<file path="src/rtl/dma_stat_pkg.sv">
package dma_stat_pkg;
    localparam int DATA_W     = 32;
    localparam int ADDR_W     = 3;
    localparam int CNT_W      = 8;
    localparam int CNT_LSB    = 16;
    localparam int DONE_BIT   = 0;
    localparam int TX_ERR_BIT = 1;
    localparam int RX_ERR_BIT = 2;
    localparam int PEND_W     = 4;
    localparam int MASK_W     = 2 * PEND_W;

    localparam logic [ADDR_W-1:0] A_TX_STAT = 3'd0;
    localparam logic [ADDR_W-1:0] A_RX_STAT = 3'd1;
    localparam logic [ADDR_W-1:0] A_RX_CTL  = 3'd2;
    localparam logic [ADDR_W-1:0] A_MASK    = 3'd3;
    localparam logic [ADDR_W-1:0] A_IRQ     = 3'd4;

    typedef struct packed {
        logic [CNT_W-1:0] cnt;
        logic             done;
        logic             err;
    } chan_st_t;

    typedef struct packed {
        logic [MASK_W-1:0] mask;
        logic              rx_en;
    } top_st_t;
endpackage

</file>
<file path="src/rtl/dma_stat_chan.sv">
module dma_stat_chan
    import dma_stat_pkg::*;
#(
    parameter int ERR_BIT = TX_ERR_BIT
) (
    input  logic              clk,
    input  logic              rst_n,
    input  logic              done_evt,
    input  logic              err_evt,
    input  logic              sel_wr,
    input  logic [DATA_W-1:0] wr_data,
    output logic [DATA_W-1:0] status
);
    localparam logic [CNT_W-1:0] CNT_MAX = '1;

    chan_st_t st_d, st_q;
    logic     ack, err_clr;
    logic     unused_wr;

    assign unused_wr = ^wr_data;

    always_comb begin
        ack     = sel_wr & wr_data[DONE_BIT];
        err_clr = sel_wr & wr_data[ERR_BIT];
        st_d    = st_q;
        if (done_evt && !ack) begin
            if (st_q.cnt != CNT_MAX) st_d.cnt = st_q.cnt + 1'b1;
        end else if (ack && !done_evt) begin
            if (st_q.cnt != '0) st_d.cnt = st_q.cnt - 1'b1;
        end
        if (done_evt)   st_d.done = 1'b1;
        else if (ack)   st_d.done = (st_d.cnt != '0);
        if (err_evt)      st_d.err = 1'b1;
        else if (err_clr) st_d.err = 1'b0;
    end

    always_ff @(posedge clk) begin
        if (!rst_n) st_q <= '0;
        else        st_q <= st_d;
    end

    always_comb begin
        status                   = '0;
        status[CNT_LSB +: CNT_W] = st_q.cnt;
        status[DONE_BIT]         = st_q.done;
        status[ERR_BIT]          = st_q.err;
    end

    p_done_sets_r2: assert property (@(posedge clk) disable iff (!rst_n)
        done_evt |=> st_q.done);
    p_cnt_step_r2: assert property (@(posedge clk) disable iff (!rst_n)
        (done_evt && !ack && st_q.cnt != CNT_MAX) |=> st_q.cnt == $past(st_q.cnt) + 1'b1);
    p_no_wrap_r3: assert property (@(posedge clk) disable iff (!rst_n)
        (ack && !done_evt && st_q.cnt == '0) |=> (st_q.cnt == '0) && !st_q.done);
    p_saturate_r4: assert property (@(posedge clk) disable iff (!rst_n)
        (done_evt && st_q.cnt == CNT_MAX) |=> st_q.cnt == CNT_MAX);
    p_same_cycle_r5: assert property (@(posedge clk) disable iff (!rst_n)
        (done_evt && ack) |=> ($stable(st_q.cnt) && st_q.done));
    p_err_sets_r6: assert property (@(posedge clk) disable iff (!rst_n)
        err_evt |=> st_q.err);
endmodule

</file>
<file path="src/rtl/dma_stat_irq.sv">
module dma_stat_irq #(
    parameter int PEND_W = 4
) (
    input  logic [PEND_W-1:0]   tx_bits,
    input  logic [PEND_W-1:0]   rx_bits,
    input  logic [2*PEND_W-1:0] mask,
    output logic [2*PEND_W-1:0] masked,
    output logic                irq
);
    always_comb begin
        masked = mask & {rx_bits, tx_bits};
        irq    = |masked;
    end
endmodule

</file>
<file path="src/rtl/dma_event_status.sv">
module dma_event_status
    import dma_stat_pkg::*;
(
    input  logic              clk,
    input  logic              rst_n,
    input  logic              wr_en,
    input  logic [ADDR_W-1:0] reg_addr,
    input  logic [DATA_W-1:0] wr_data,
    output logic [DATA_W-1:0] rd_data,
    input  logic              tx_done_evt,
    input  logic              tx_underrun_evt,
    input  logic              rx_done_evt,
    input  logic              rx_overflow_evt,
    output logic              rx_dma_en,
    output logic              irq
);
    localparam int NCH = 2;

    logic [NCH-1:0]    done_v, err_v, sel_v;
    logic [DATA_W-1:0] stat [NCH];
    logic [MASK_W-1:0] masked;
    top_st_t           st_d, st_q;

    assign done_v = {rx_done_evt, tx_done_evt};
    assign err_v  = {rx_overflow_evt, tx_underrun_evt};

    for (genvar g = 0; g < NCH; g++) begin : g_chan
        localparam logic [ADDR_W-1:0] MY_ADDR = (g == 0) ? A_TX_STAT : A_RX_STAT;
        assign sel_v[g] = wr_en && (reg_addr == MY_ADDR);
        dma_stat_chan #(
            .ERR_BIT((g == 0) ? TX_ERR_BIT : RX_ERR_BIT)
        ) u_chan (
            .clk      (clk),
            .rst_n    (rst_n),
            .done_evt (done_v[g]),
            .err_evt  (err_v[g]),
            .sel_wr   (sel_v[g]),
            .wr_data  (wr_data),
            .status   (stat[g])
        );
    end

    dma_stat_irq #(.PEND_W(PEND_W)) u_irq (
        .tx_bits (stat[0][PEND_W-1:0]),
        .rx_bits (stat[1][PEND_W-1:0]),
        .mask    (st_q.mask),
        .masked  (masked),
        .irq     (irq)
    );

    always_comb begin
        st_d = st_q;
        if (rx_overflow_evt)
            st_d.rx_en = 1'b0;
        else if (wr_en && reg_addr == A_RX_CTL)
            st_d.rx_en = wr_data[0];
        if (wr_en && reg_addr == A_MASK)
            st_d.mask = wr_data[MASK_W-1:0];
    end

    always_ff @(posedge clk) begin
        if (!rst_n) st_q <= '0;
        else        st_q <= st_d;
    end

    assign rx_dma_en = st_q.rx_en;

    always_comb begin
        rd_data = '0;
        case (reg_addr)
            A_TX_STAT: rd_data = stat[0];
            A_RX_STAT: rd_data = stat[1];
            A_RX_CTL:  rd_data[0] = st_q.rx_en;
            A_MASK:    rd_data[MASK_W-1:0] = st_q.mask;
            A_IRQ:     rd_data[MASK_W-1:0] = masked;
            default:   rd_data = '0;
        endcase
    end

    p_ovf_drops_en_r7: assert property (@(posedge clk) disable iff (!rst_n)
        rx_overflow_evt |=> !rx_dma_en);
    p_irq_masked_off_r9: assert property (@(posedge clk) disable iff (!rst_n)
        (st_q.mask == '0) |-> !irq);
    p_irq_has_source_r8: assert property (@(posedge clk) disable iff (!rst_n)
        irq |-> ((stat[0][PEND_W-1:0] | stat[1][PEND_W-1:0]) != '0));
    p_irq_reg_stable_r10: assert property (@(posedge clk) disable iff (!rst_n)
        (wr_en && reg_addr == A_IRQ && !tx_done_evt && !rx_done_evt
         && !tx_underrun_evt && !rx_overflow_evt) |=> $stable(irq));
endmodule

</file>
<file path="config.mk">
export PLATFORM = sky130hd
export DESIGN_NAME = dma_event_status
export DESIGN_NICKNAME = d
export VERILOG_FILES = /design/src/rtl/dma_stat_pkg.sv /design/src/rtl/dma_stat_chan.sv /design/src/rtl/dma_stat_irq.sv /design/src/rtl/dma_event_status.sv
export SDC_FILE = /design/constraint.sdc
export NUM_CORES = 1
export LEC_CHECK = 0
export ABC_AREA = 1
export BUFFER_PORTS_ARGS = -buffer_cell sky130_fd_sc_hd__buf_4
export CORE_ASPECT_RATIO = 0.9
export CORE_MARGIN = 4
export CORE_UTILIZATION = 47
export CTS_CLUSTER_DIAMETER = 50
export DETAILED_ROUTE_END_ITERATION = 10
export PLACE_DENSITY_LB_ADDON = 0.25
export SETUP_SLACK_MARGIN = 0.05
export SLEW_MARGIN = 15
export SYNTH_ARGS = -nofsm -noshare
export SYNTH_HDL_FRONTEND = slang
export SYNTH_SLANG_ARGS = --single-unit
</file>
<file path="constraint.sdc">
create_clock -name clk -period 1.7 [get_ports clk]
set_clock_uncertainty 0.15 [all_clocks]
set_input_delay 0.425 -clock clk [delete_from_list [all_inputs] [get_ports clk]]
set_output_delay 0.425 -clock clk [all_outputs]
set_load 0.02 [all_outputs]
</file>
# [Word level (Yosys, flattened, before mapping)]
# Index checks and enable logic that the tools add are counted.
[word_totals] ff_bits=29 word_cells=66
[classes] addsub=4 n_eq_ne=6 muxes=19 bitwise_logic=6 n_reduce_logical=23
[op_table] operator="$mux W8" n=8
[op_table] operator="$pmux W16 S2" n=1
[op_table] operator="$reduce_bool A8 Y1" n=4
[op_table] operator="$pmux W7 S4" n=1
[op_table] operator="$add A8 B1 Y8 const B" n=2
[op_table] operator="$ne A8 B8 Y1 const B" n=2
[op_table] operator="$sub A8 B1 Y8 const B" n=2
[op_table] operator="$and A8 B7 Y8" n=1
[op_table] operator="$logic_and A1 B1 Y1" n=8
[op_table] operator="$mux W1" n=8
[op_table] operator="$reduce_bool A2 Y1" n=4
[op_table] operator="$reduce_or A8 Y1" n=1
[op_table] operator="$eq A3 B2 Y1 const B" n=2
[op_table] operator="$pmux W1 S5" n=1
[op_table] operator="$and A1 B1 Y1" n=4
[op_table] operator="$logic_not A1 Y1" n=4
[op_table] operator="$eq A3 B1 Y1 const B" n=1
[op_table] operator="$eq A3 B3 Y1 const B" n=1
[op_table] operator="$logic_not A3 Y1" n=1
[op_table] operator="$reduce_or A2 Y1" n=1
[op_table] operator="$not A1 Y1" n=1

# [Longest topological paths before layout]
# Gate-level depths: netlist of the first run.
[logic_depth] depth_word=9 mapped_depth=14

# [Cells and area by module]
# From an unflattened synthesis of the first run, not the netlist that was laid out.
[hier_totals] cells_unflattened=589 area_unflattened_um2=3349.5
[by_module_without_submodules] module="dma_stat_chan at g_chan[0].u_chan" instances=1 cells_per_inst=185 area_per_inst_um2=1124.8 seq_area_each_um2=200.2
[by_module_without_submodules] module="dma_stat_chan at g_chan[1].u_chan" instances=1 cells_per_inst=181 area_per_inst_um2=1093.5 seq_area_each_um2=200.2
[by_module_without_submodules] module="dma_event_status" instances=1 cells_per_inst=200 area_per_inst_um2=1044.8 seq_area_each_um2=180.2
[by_module_without_submodules] module="dma_stat_irq" instances=1 cells_per_inst=23 area_per_inst_um2=86.3 seq_area_each_um2=0.0

# [Worst setup path after synthesis of the first run]
# Ideal clock, no wire load.
[synth_path] kind="input-to-output" start="input reg_addr[0]" end="output rd_data[0]" arrival_time_ns=1.310 slack_ns=-0.185 path_stages=6 path_cell_list="inv_1 -> nor2_2 -> inv_1 -> nor2_1 -> inv_1 -> o21ai_0"
[synth_between] elab_chain_cells=2 elab_cells_between_ends=6 classes_between="4 x eq/ne; 1 x mux; 1 x reduce/logical"
[synth_lines] item="from (decl)" line_no="dma_event_status.sv:7" source="input logic [ADDR_W-1:0] reg_addr,"
[synth_lines] item="$eq A3 B3 Y1 (tied with other cells)" line_no="dma_event_status.sv:70" source="case (reg_addr)"
[synth_lines] item="$pmux W1 S5 (*)" line_no="dma_event_status.sv:70"
[synth_lines] item="to (decl)" line_no="dma_event_status.sv:9" source="output logic [DATA_W-1:0] rd_data,"
# Every way passes the cells marked *; elsewhere a longest branch is shown, timed or not.

# [Worst setup path in the final report of the first run]
[layout_path] start="register g_chan[0].u_chan.st_q, in the netlist g_chan[0].u_chan.status[16]" end="register g_chan[0].u_chan.st_q, in the netlist g_chan[0].u_chan.status[0]"
[layout_between] elab_chain_cells=7 elab_cells_between_ends=11 classes_between="2 x add/sub; 1 x eq/ne; 6 x mux; 2 x reduce/logical"
[layout_lines] item="from (decl)" line_no="dma_stat_chan.sv:16" source="chan_st_t st_d, st_q;"
[layout_lines] item="from (signal assigned)" line_no="dma_stat_chan.sv:39" source="else st_q <= st_d;"
[layout_lines] item="$sub A8 B1 Y8 or $reduce_bool A8 Y1 (tied branches)" line_no="dma_stat_chan.sv:29" source="if (st_q.cnt != '0) st_d.cnt = st_q.cnt - 1'b1;"
[layout_lines] item="$mux W8" line_no="dma_stat_chan.sv:29"
[layout_lines] item="$mux W8" line_no="dma_stat_chan.sv:28" source="end else if (ack && !done_evt) begin"
[layout_lines] item="$mux W8 (*)" line_no="dma_stat_chan.sv:26" source="if (done_evt && !ack) begin"
[layout_lines] item="$reduce_bool A8 Y1 (*)" line_no="dma_stat_chan.sv:32" source="else if (ack) st_d.done = (st_d.cnt != '0);"
[layout_lines] item="$mux W1 (*)" line_no="dma_stat_chan.sv:32"
[layout_lines] item="$mux W1 (*)" line_no="dma_stat_chan.sv:31" source="if (done_evt) st_d.done = 1'b1;"
# Every way passes the cells marked *; elsewhere a longest branch is shown, timed or not. The select of a mux whose other input is x is not followed.
# A chain may end at the register's enable or synchronous reset.

==> flow_metrics.tcl, run 1 <==
set metrics [dict create \
    design_area_um2 4660 \
    slew_headroom 0.630 \
    vias 3987 \
    multi_input_area_um2 2240 \
    gr-total-overflow 0 \
    reg2reg_slack_ns -0.69 \
    p_total_mw 2.26 \
    p_int_mw 1.37 \
    tightest_slew_ns 0.550 \
    grt_pass1_wl_um 16400 \
    ant_nets 0 \
    nFillCells 137 \
    final_layout_size_suffix_gt1_frac 0.600 \
    grt_pass1_vias 3416 \
    syn_avg_cell_area_um2 6.08 \
    worstHoldEndpoint "rx_dma_en$_SDFFE_PP0P_" \
    die-area_um2 6290 \
    grt_use_met1 0.346 \
    start_util 0.488 \
    yosysSeqAreaShare 0.243 \
    insertion_delay_ns 0.29 \
    drt_iter0_drc 491 \
    p_leak_nw 2.04 \
    power.switching_uw 888 \
    syn_area_um2 2390 \
    yosysWarnings 0 \
    busiest_layer "met2" \
    met2_usage 0.620 \
    maxCapViolations 0 \
    final_common_cell "buf_4" \
    clk_pin_slew_ns 0.07 \
    route.detailed.drc 0 \
    clock-root-buffer "clkbuf_8" \
    worstPathMaxFanout 4 \
    r2r_cells 13 \
    rr_startpoint "g_chan[0].u_chan.status[16]$_SDFF_PN0_" \
    synth_cell_types 35 \
    dpl_cell_area_um2 3460 \
    max_clock_freq_mhz 419 \
    drt-total-wl_um 14800 \
    rsz0062_at_grt "true" \
    place_ws_ns -0.425 \
    area_delta_synth_final_pct 94.7 \
    io-pin-count 76 \
    finalCritPeriodShare 1.41 \
    report.final.setup_viol 32 \
    clkPwrFrac 0.264 \
    die_h_um 75.7 \
    place.gp.congestion 0.967 \
    use_met3 0.0703 \
    hold_ws_ns 0.176 \
    start_kind "flop" \
    status "complete, but fails checks" \
    hpwl_um 5900 \
    hold_class "in -> reg" \
    slew_viol_final 0 \
    power_density_nw_per_um2 486 \
    hold_start "rx_overflow_evt" \
    hold_viol 0 \
    seq_power_share 0.328 \
    layout_common_cells "110 x buf_4, 76 x nand2_1, 42 x buf_6" \
    p_comb_frac 0.408 \
    syn_inst 393 \
    routedWlPerCell_um 24.1 \
    worstPathRequired_ns 1.77 \
    fp-row-count 24 \
    r2r-end "g_chan[0].u_chan.status[0]$_SDFFE_PN0P_" \
    fin_nets 595 \
    cts.sinks 29 \
    irDropWorstVdd_v 0.000526 \
    worstPathArrival_ns 2.46 \
    antenna_cells 0 \
    fin_ws_ns -0.689 \
    critPathCaptureType "flop" \
    portBuffers 35 \
    grtUsageTotal 0.325 \
    core-area_um2 4890 \
    cts_tree "done" \
    ctsHtreeMaxLevel 2 \
    regArea_um2 619 \
    synth-seq-cells 29 \
    via_per_inst 6.50 \
    post-route-min-period_ns 2.39 \
    hold_depth 2 \
    cts_buffer_depth 2 \
    cts_made_buffers 5 \
    dp.cells 577 \
    die_x_um 83.2 \
    grt_start_max_net_pins 22 \
    grt_antenna_before_repair 0 \
    fin_cells 613 \
    first_pass_iters 9 \
    violations "negative setup slack" \
    swShare 0.393 \
    critical_path_class "reg -> reg" \
]
==> registers in the layout, indices dropped and copies added, names as in the netlist <==
name and count:
g_chan.u_chan.status 20, rx_dma_en 1, st_q 8
==> per-layer routing <==
layer / vias up / part of all wire
li1: 1573 / -
met1: 1806 / 0.32
met2: 423 / 0.45
met3: 185 / 0.12
met4: 0 / 0.11
met5: - / 0
==> synth_stat cells <==
cell type | n | share of area
nor3_1 | 4 | 0.0084
a221oi_1 | 1 | 0.0037
o22ai_1 | 10 | 0.026
ha_1 | 6 | 0.031
conb_1 | 1 | 0.0016
or2_2 | 1 | 0.0026
o211ai_1 | 3 | 0.0094
a31oi_1 | 5 | 0.013
nand2_1 | 99 | 0.16
buf_6 | 2 | 0.0094
a2111oi_0 | 1 | 0.0037
o21ai_1 | 3 | 0.0063
buf_2 | 3 | 0.0063
nor2_2 | 5 | 0.013
o21ai_0 | 19 | 0.040
nand4_1 | 8 | 0.021
a21boi_0 | 1 | 0.0031
inv_2 | 2 | 0.0031
buf_4 | 18 | 0.057
nor2_4 | 2 | 0.0094
a21oi_1 | 29 | 0.061
a21oi_2 | 2 | 0.0073
clkbuf_1 | 3 | 0.0047
nand4_2 | 1 | 0.0052
inv_1 | 45 | 0.071
nor3_2 | 1 | 0.0042
nor4_1 | 2 | 0.0052
nor2_1 | 44 | 0.069
dfxtp_1 | 29 | 0.24
nand3_2 | 1 | 0.0042
nand2_2 | 3 | 0.0079
nand4_4 | 1 | 0.0089
xor2_1 | 2 | 0.0073
nand3_1 | 34 | 0.071
xnor2_1 | 2 | 0.0073
==> worst max-delay path by stage <==
| stage | start | end | slack [ns] |
|---|---|---|---|
| 5_1_grt | g_chan[0].u_chan.status[16]$_SDFF_PN0_ | g_chan[0].u_chan.status[0]$_SDFFE_PN0P_ | -0.68 |
| 6_report | g_chan[0].u_chan.status[16]$_SDFF_PN0_ | g_chan[0].u_chan.status[0]$_SDFFE_PN0P_ | -0.69 |
| 3_5_place_dp | reg_addr[1] | g_chan[0].u_chan.status[0]$_SDFFE_PN0P_ | -0.42 |
| 4_1_cts | reg_addr[2] | rd_data[0] | -0.18 |
| 3_3_place_gp | reg_addr[1] | g_chan[0].u_chan.status[0]$_SDFFE_PN0P_ | -0.42 |
| 2_1_floorplan | reg_addr[1] | g_chan[0].u_chan.status[0]$_SDFFE_PN0P_ | -0.09 |
==> stage by stage <==
stage	setup TNS, ns	util
floorplan	-0.520	-
global placement	-7.72	0.707
detailed placement	-8.24	0.707
CTS	-2.01	0.868
global route	-7.63	0.951
finish	-6.31	0.951
==> cell type report <==
cell class,count,area share
flip-flops and latches,29,0.133
repair buffers,158,0.302
multi-input cells,306,0.482
well taps,65,0.0175
clock buffers,5,0.0148
inverters,47,0.0473
clock inverters,3,0.00376
==> logic make-up (layout without fill, tap and decap cells) <==
logic type | after synthesis | after routing | synth area share
simple gates | 206 | 206 | 0.386
compound gates | 74 | 74 | 0.173
buf+inv | 73 | 213 | 0.151
flops | 29 | 29 | 0.243
fa+ha+maj | 6 | 6 | 0.0314
xor+xnor | 4 | 4 | 0.0147
other cells | 1 | 16 | 0.00157
==> timing repair <==
| action | 4_1_cts | 5_1_grt |
|---|---|---|
| hold buffers | 0 | 0 |
| pin swaps | 57 | 69 |
| endpoints found under the setup margin | 30 | 35 |
| buffers inserted | 20 | 17 |
| resized for setup | 153 | 92 |
==> worst max-delay path, cell delays in order, from the launching register on <==
cell and delay, ns:
dfxtp_4 0.42, inv_6 0.06, buf_4 0.13, buf_4 0.13, nand3_2 0.07, xor2_2 0.34
nand3_2 0.24, o21ai_1 0.15, nand2_1 0.13, nand3_2 0.10, nor2_2 0.04, nand2_1 0.09
nand2_1 0.09, a21oi_1 0.16
==> power by group through the flow <==
| stage | clock, mW | combinational (mW) | sequential (mW) |
|---|---|---|---|
| after global placement | 0 | 0.544 | 0.748 |
| after global routing | 0.623 | 0.949 | 0.742 |
| after detailed placement | 0 | 0.554 | 0.748 |
| after CTS | 0.593 | 0.712 | 0.732 |
| after floorplan | 0 | 0.330 | 0.743 |
| final | 0.596 | 0.923 | 0.742 |
(Power assumes the default switching activity.)
==> inputs of run 2 (changes only) <==
--- a/config.mk
+++ b/config.mk
@@ -9,7 +9,7 @@
 export BUFFER_PORTS_ARGS = -buffer_cell sky130_fd_sc_hd__buf_4
 export CORE_ASPECT_RATIO = 0.9
 export CORE_MARGIN = 4
-export CORE_UTILIZATION = 47
+export CORE_UTILIZATION = 50
 export CTS_CLUSTER_DIAMETER = 50
 export DETAILED_ROUTE_END_ITERATION = 10
 export PLACE_DENSITY_LB_ADDON = 0.25
@@ -18,3 +18,4 @@
 export SYNTH_ARGS = -nofsm -noshare
 export SYNTH_HDL_FRONTEND = slang
 export SYNTH_SLANG_ARGS = --single-unit
+export TNS_END_PERCENT = 30
==> constraint.sdc (replaced) <==
create_clock -name clk -period 2.37 [get_ports clk]
set_clock_uncertainty 0.15 [all_clocks]
set_input_delay 0.5925 -clock clk [delete_from_list [all_inputs] [get_ports clk]]
set_output_delay 0.5925 -clock clk [all_outputs]
set_load 0.02 [all_outputs]
==> flow_metrics.tcl, run 2 (synthesis gave the netlist of run 1 again) <==
set metrics [dict create \
    die_x_um 80.9 \
    multi_input_area_um2 1560 \
    cts.sinks 29 \
    ctsHoldBuffers 0 \
    dp.cells 496 \
    antenna_cells 0 \
    wl_met2_um 3130 \
    ant_nets 0 \
    hpwl_um 4950 \
    insertion_delay_ns 0.28 \
    rr_startpoint "g_chan[1].u_chan.status[16]$_SDFF_PN0_" \
    fp-row-count 23 \
    area_delta_synth_final_pct 21.5 \
    die_h_um 73.6 \
    cts_made_buffers 5 \
    drt-total-wl_um 6450 \
    start_kind "input pin" \
    regArea_um2 583 \
    final_common_cell "nand2_1" \
    portBuffers 35 \
    swShare 0.320 \
    p_leak_nw 1.33 \
    critPathCaptureType "primary output" \
    route.detailed.drc 0 \
    crit_path_end "rd_data[0]" \
    grtUsageTotal 0.226 \
    io-pin-count 76 \
    core-area_um2 4550 \
    power_density_nw_per_um2 430 \
    final_layout_size_suffix_gt1_frac 0.218 \
    wl_met3_um 417 \
    critical_path_class "in -> out" \
    worstPathArrival_ns 1.55 \
    drt_iter0_drc 130 \
    p_int_uw 850 \
    worstPathMaxFanout 3 \
    fin_nets 492 \
    vias 2671 \
    place.gp.congestion 0.877 \
    fin_cells 506 \
    irDropWorstVdd_v 0.000407 \
    via_per_inst 5.28 \
    design_area_um2 2910 \
    clkPwrFrac 0.330 \
    grt_pass1_vias 2419 \
    clock-root-buffer "clkbuf_8" \
    die-area_um2 5950 \
    wl_met1_um 2850 \
    dpl_cell_area_um2 2730 \
    cts_buffer_depth 2 \
    slew_headroom 0.557 \
    layout_common_cells "98 x nand2_1, 52 x buf_4, 43 x nor2_1" \
    cts_tree "done" \
    cp-startpoint "reg_addr[0]" \
    first_pass_iters 5 \
    start_util 0.526 \
    reg2reg_slack_ns 0.17 \
    nFillCells 448 \
    gr-total-overflow 0 \
    grt_pass1_wl_um 10700 \
    p_comb_frac 0.247 \
    r2r_cells 14 \
    slew_viol_final 0 \
    worstPathRequired_ns 1.63 \
    hold_depth 2 \
    status "finished, final reports clean" \
    seq_power_share 0.423 \
    clk_pin_slew_ns 0.06 \
    max_clock_freq_mhz 436 \
    tightest_slew_ns 0.664 \
    hold_class "reg -> reg" \
    maxCapViolations 0 \
    largest_register_ffs 20 \
    hold_viol 0 \
    post-route-min-period_ns 2.30 \
    finalCritPeriodShare 0.969 \
    report.final.setup_viol 0 \
    power.switching_uw 399 \
    grt_start_max_net_pins 22 \
    grt_antenna_before_repair 0 \
    rsz0062_at_grt "true" \
    dr.max_layer_used "met4" \
    r2r-end "g_chan[1].u_chan.status[0]$_SDFFE_PN0P_" \
    ctsHtreeMaxLevel 2 \
    routedWlPerCell_um 12.7 \
]
==> run 2: cell types whose count changed in the layout (fill, tap and decap cells not counted), moves of 12 or more <==
cell     previous run  this run
buf_4             110        52
nor2_4             20         3
nand2_1            76        98
nand2_2            20         4
inv_1              24        38
nor2_1             17        43
nand3_1            19        34
buf_6              42         3
a21oi_2            14         2
a21oi_1            16        29
==> run 2: how the worst min path moves through the flow <==
stage,start,to
2_1_floorplan,st_q[3]$_SDFFE_PN0P_,st_q[3]$_SDFFE_PN0P_
3_5_place_dp,st_q[4]$_SDFFE_PN0P_,st_q[4]$_SDFFE_PN0P_
3_3_place_gp,st_q[8]$_SDFFE_PN0P_,st_q[8]$_SDFFE_PN0P_
4_1_cts,st_q[4]$_SDFFE_PN0P_,st_q[4]$_SDFFE_PN0P_
6_report,st_q[4]$_SDFFE_PN0P_,st_q[4]$_SDFFE_PN0P_
5_1_grt,st_q[4]$_SDFFE_PN0P_,st_q[4]$_SDFFE_PN0P_
==> run 2: metal layers <==
metal	GRT usage	vias up
met3	0.0441	8
met2	0.376	74
met1	0.296	1223
met5	0	-
li1	-	1366
met4	0.0675	0
==> run 2: what timing repair did <==
action / 4_1_cts / 5_1_grt
endpoints found under the hold margin: 0 / 0
resized for setup: 5 / 21
setup buffers: 0 / 3
pin swaps: 0 / 2
setup endpoints to repair: 3 / 17
==> run 2: layout make-up <==
class	count	share of cell area
well taps	62	0.0267
clock buffers	7	0.0297
repair buffers	55	0.146
flip-flops and latches	29	0.201
multi-input cells	306	0.536
inverters	47	0.0607
==> run 2: critical path, cell delays in order <==
cell and delay (ns):
buf_4 0.13, nor2_4 0.15, inv_2 0.05, nor2_1 0.16
buf_4 0.16, a221oi_2 0.06, o21ai_1 0.10, buf_4 0.17
==> run 2: power by group through the flow <==
stage / Combinational (mW) / Sequential [mW] / Clock (mW)
3_5_place_dp: 0.296 / 0.536 / 0
5_1_grt: 0.343 / 0.531 / 0.446
2_1_floorplan: 0.225 / 0.529 / 0
6_report: 0.308 / 0.529 / 0.412
4_1_cts: 0.300 / 0.526 / 0.420
3_3_place_gp: 0.291 / 0.536 / 0
==> run 2: per-stage QoR <==
stage / utilization / hold WS (ns) / total power, mW / setup WS (ns) / setup TNS (ns)
CTS: 0.625 / 0.303 / 1.25 / 0.0344 / 0
global route: 0.639 / 0.325 / 1.32 / -0.00929 / -0.00929
floorplan: - / 0.274 / 0.754 / 0.150 / 0
finish: 0.639 / 0.302 / 1.25 / 0.0740 / 0
detailed placement: 0.601 / 0.295 / 0.833 / -0.0480 / -0.0844
global placement: 0.601 / 0.286 / 0.827 / -0.0185 / -0.0341
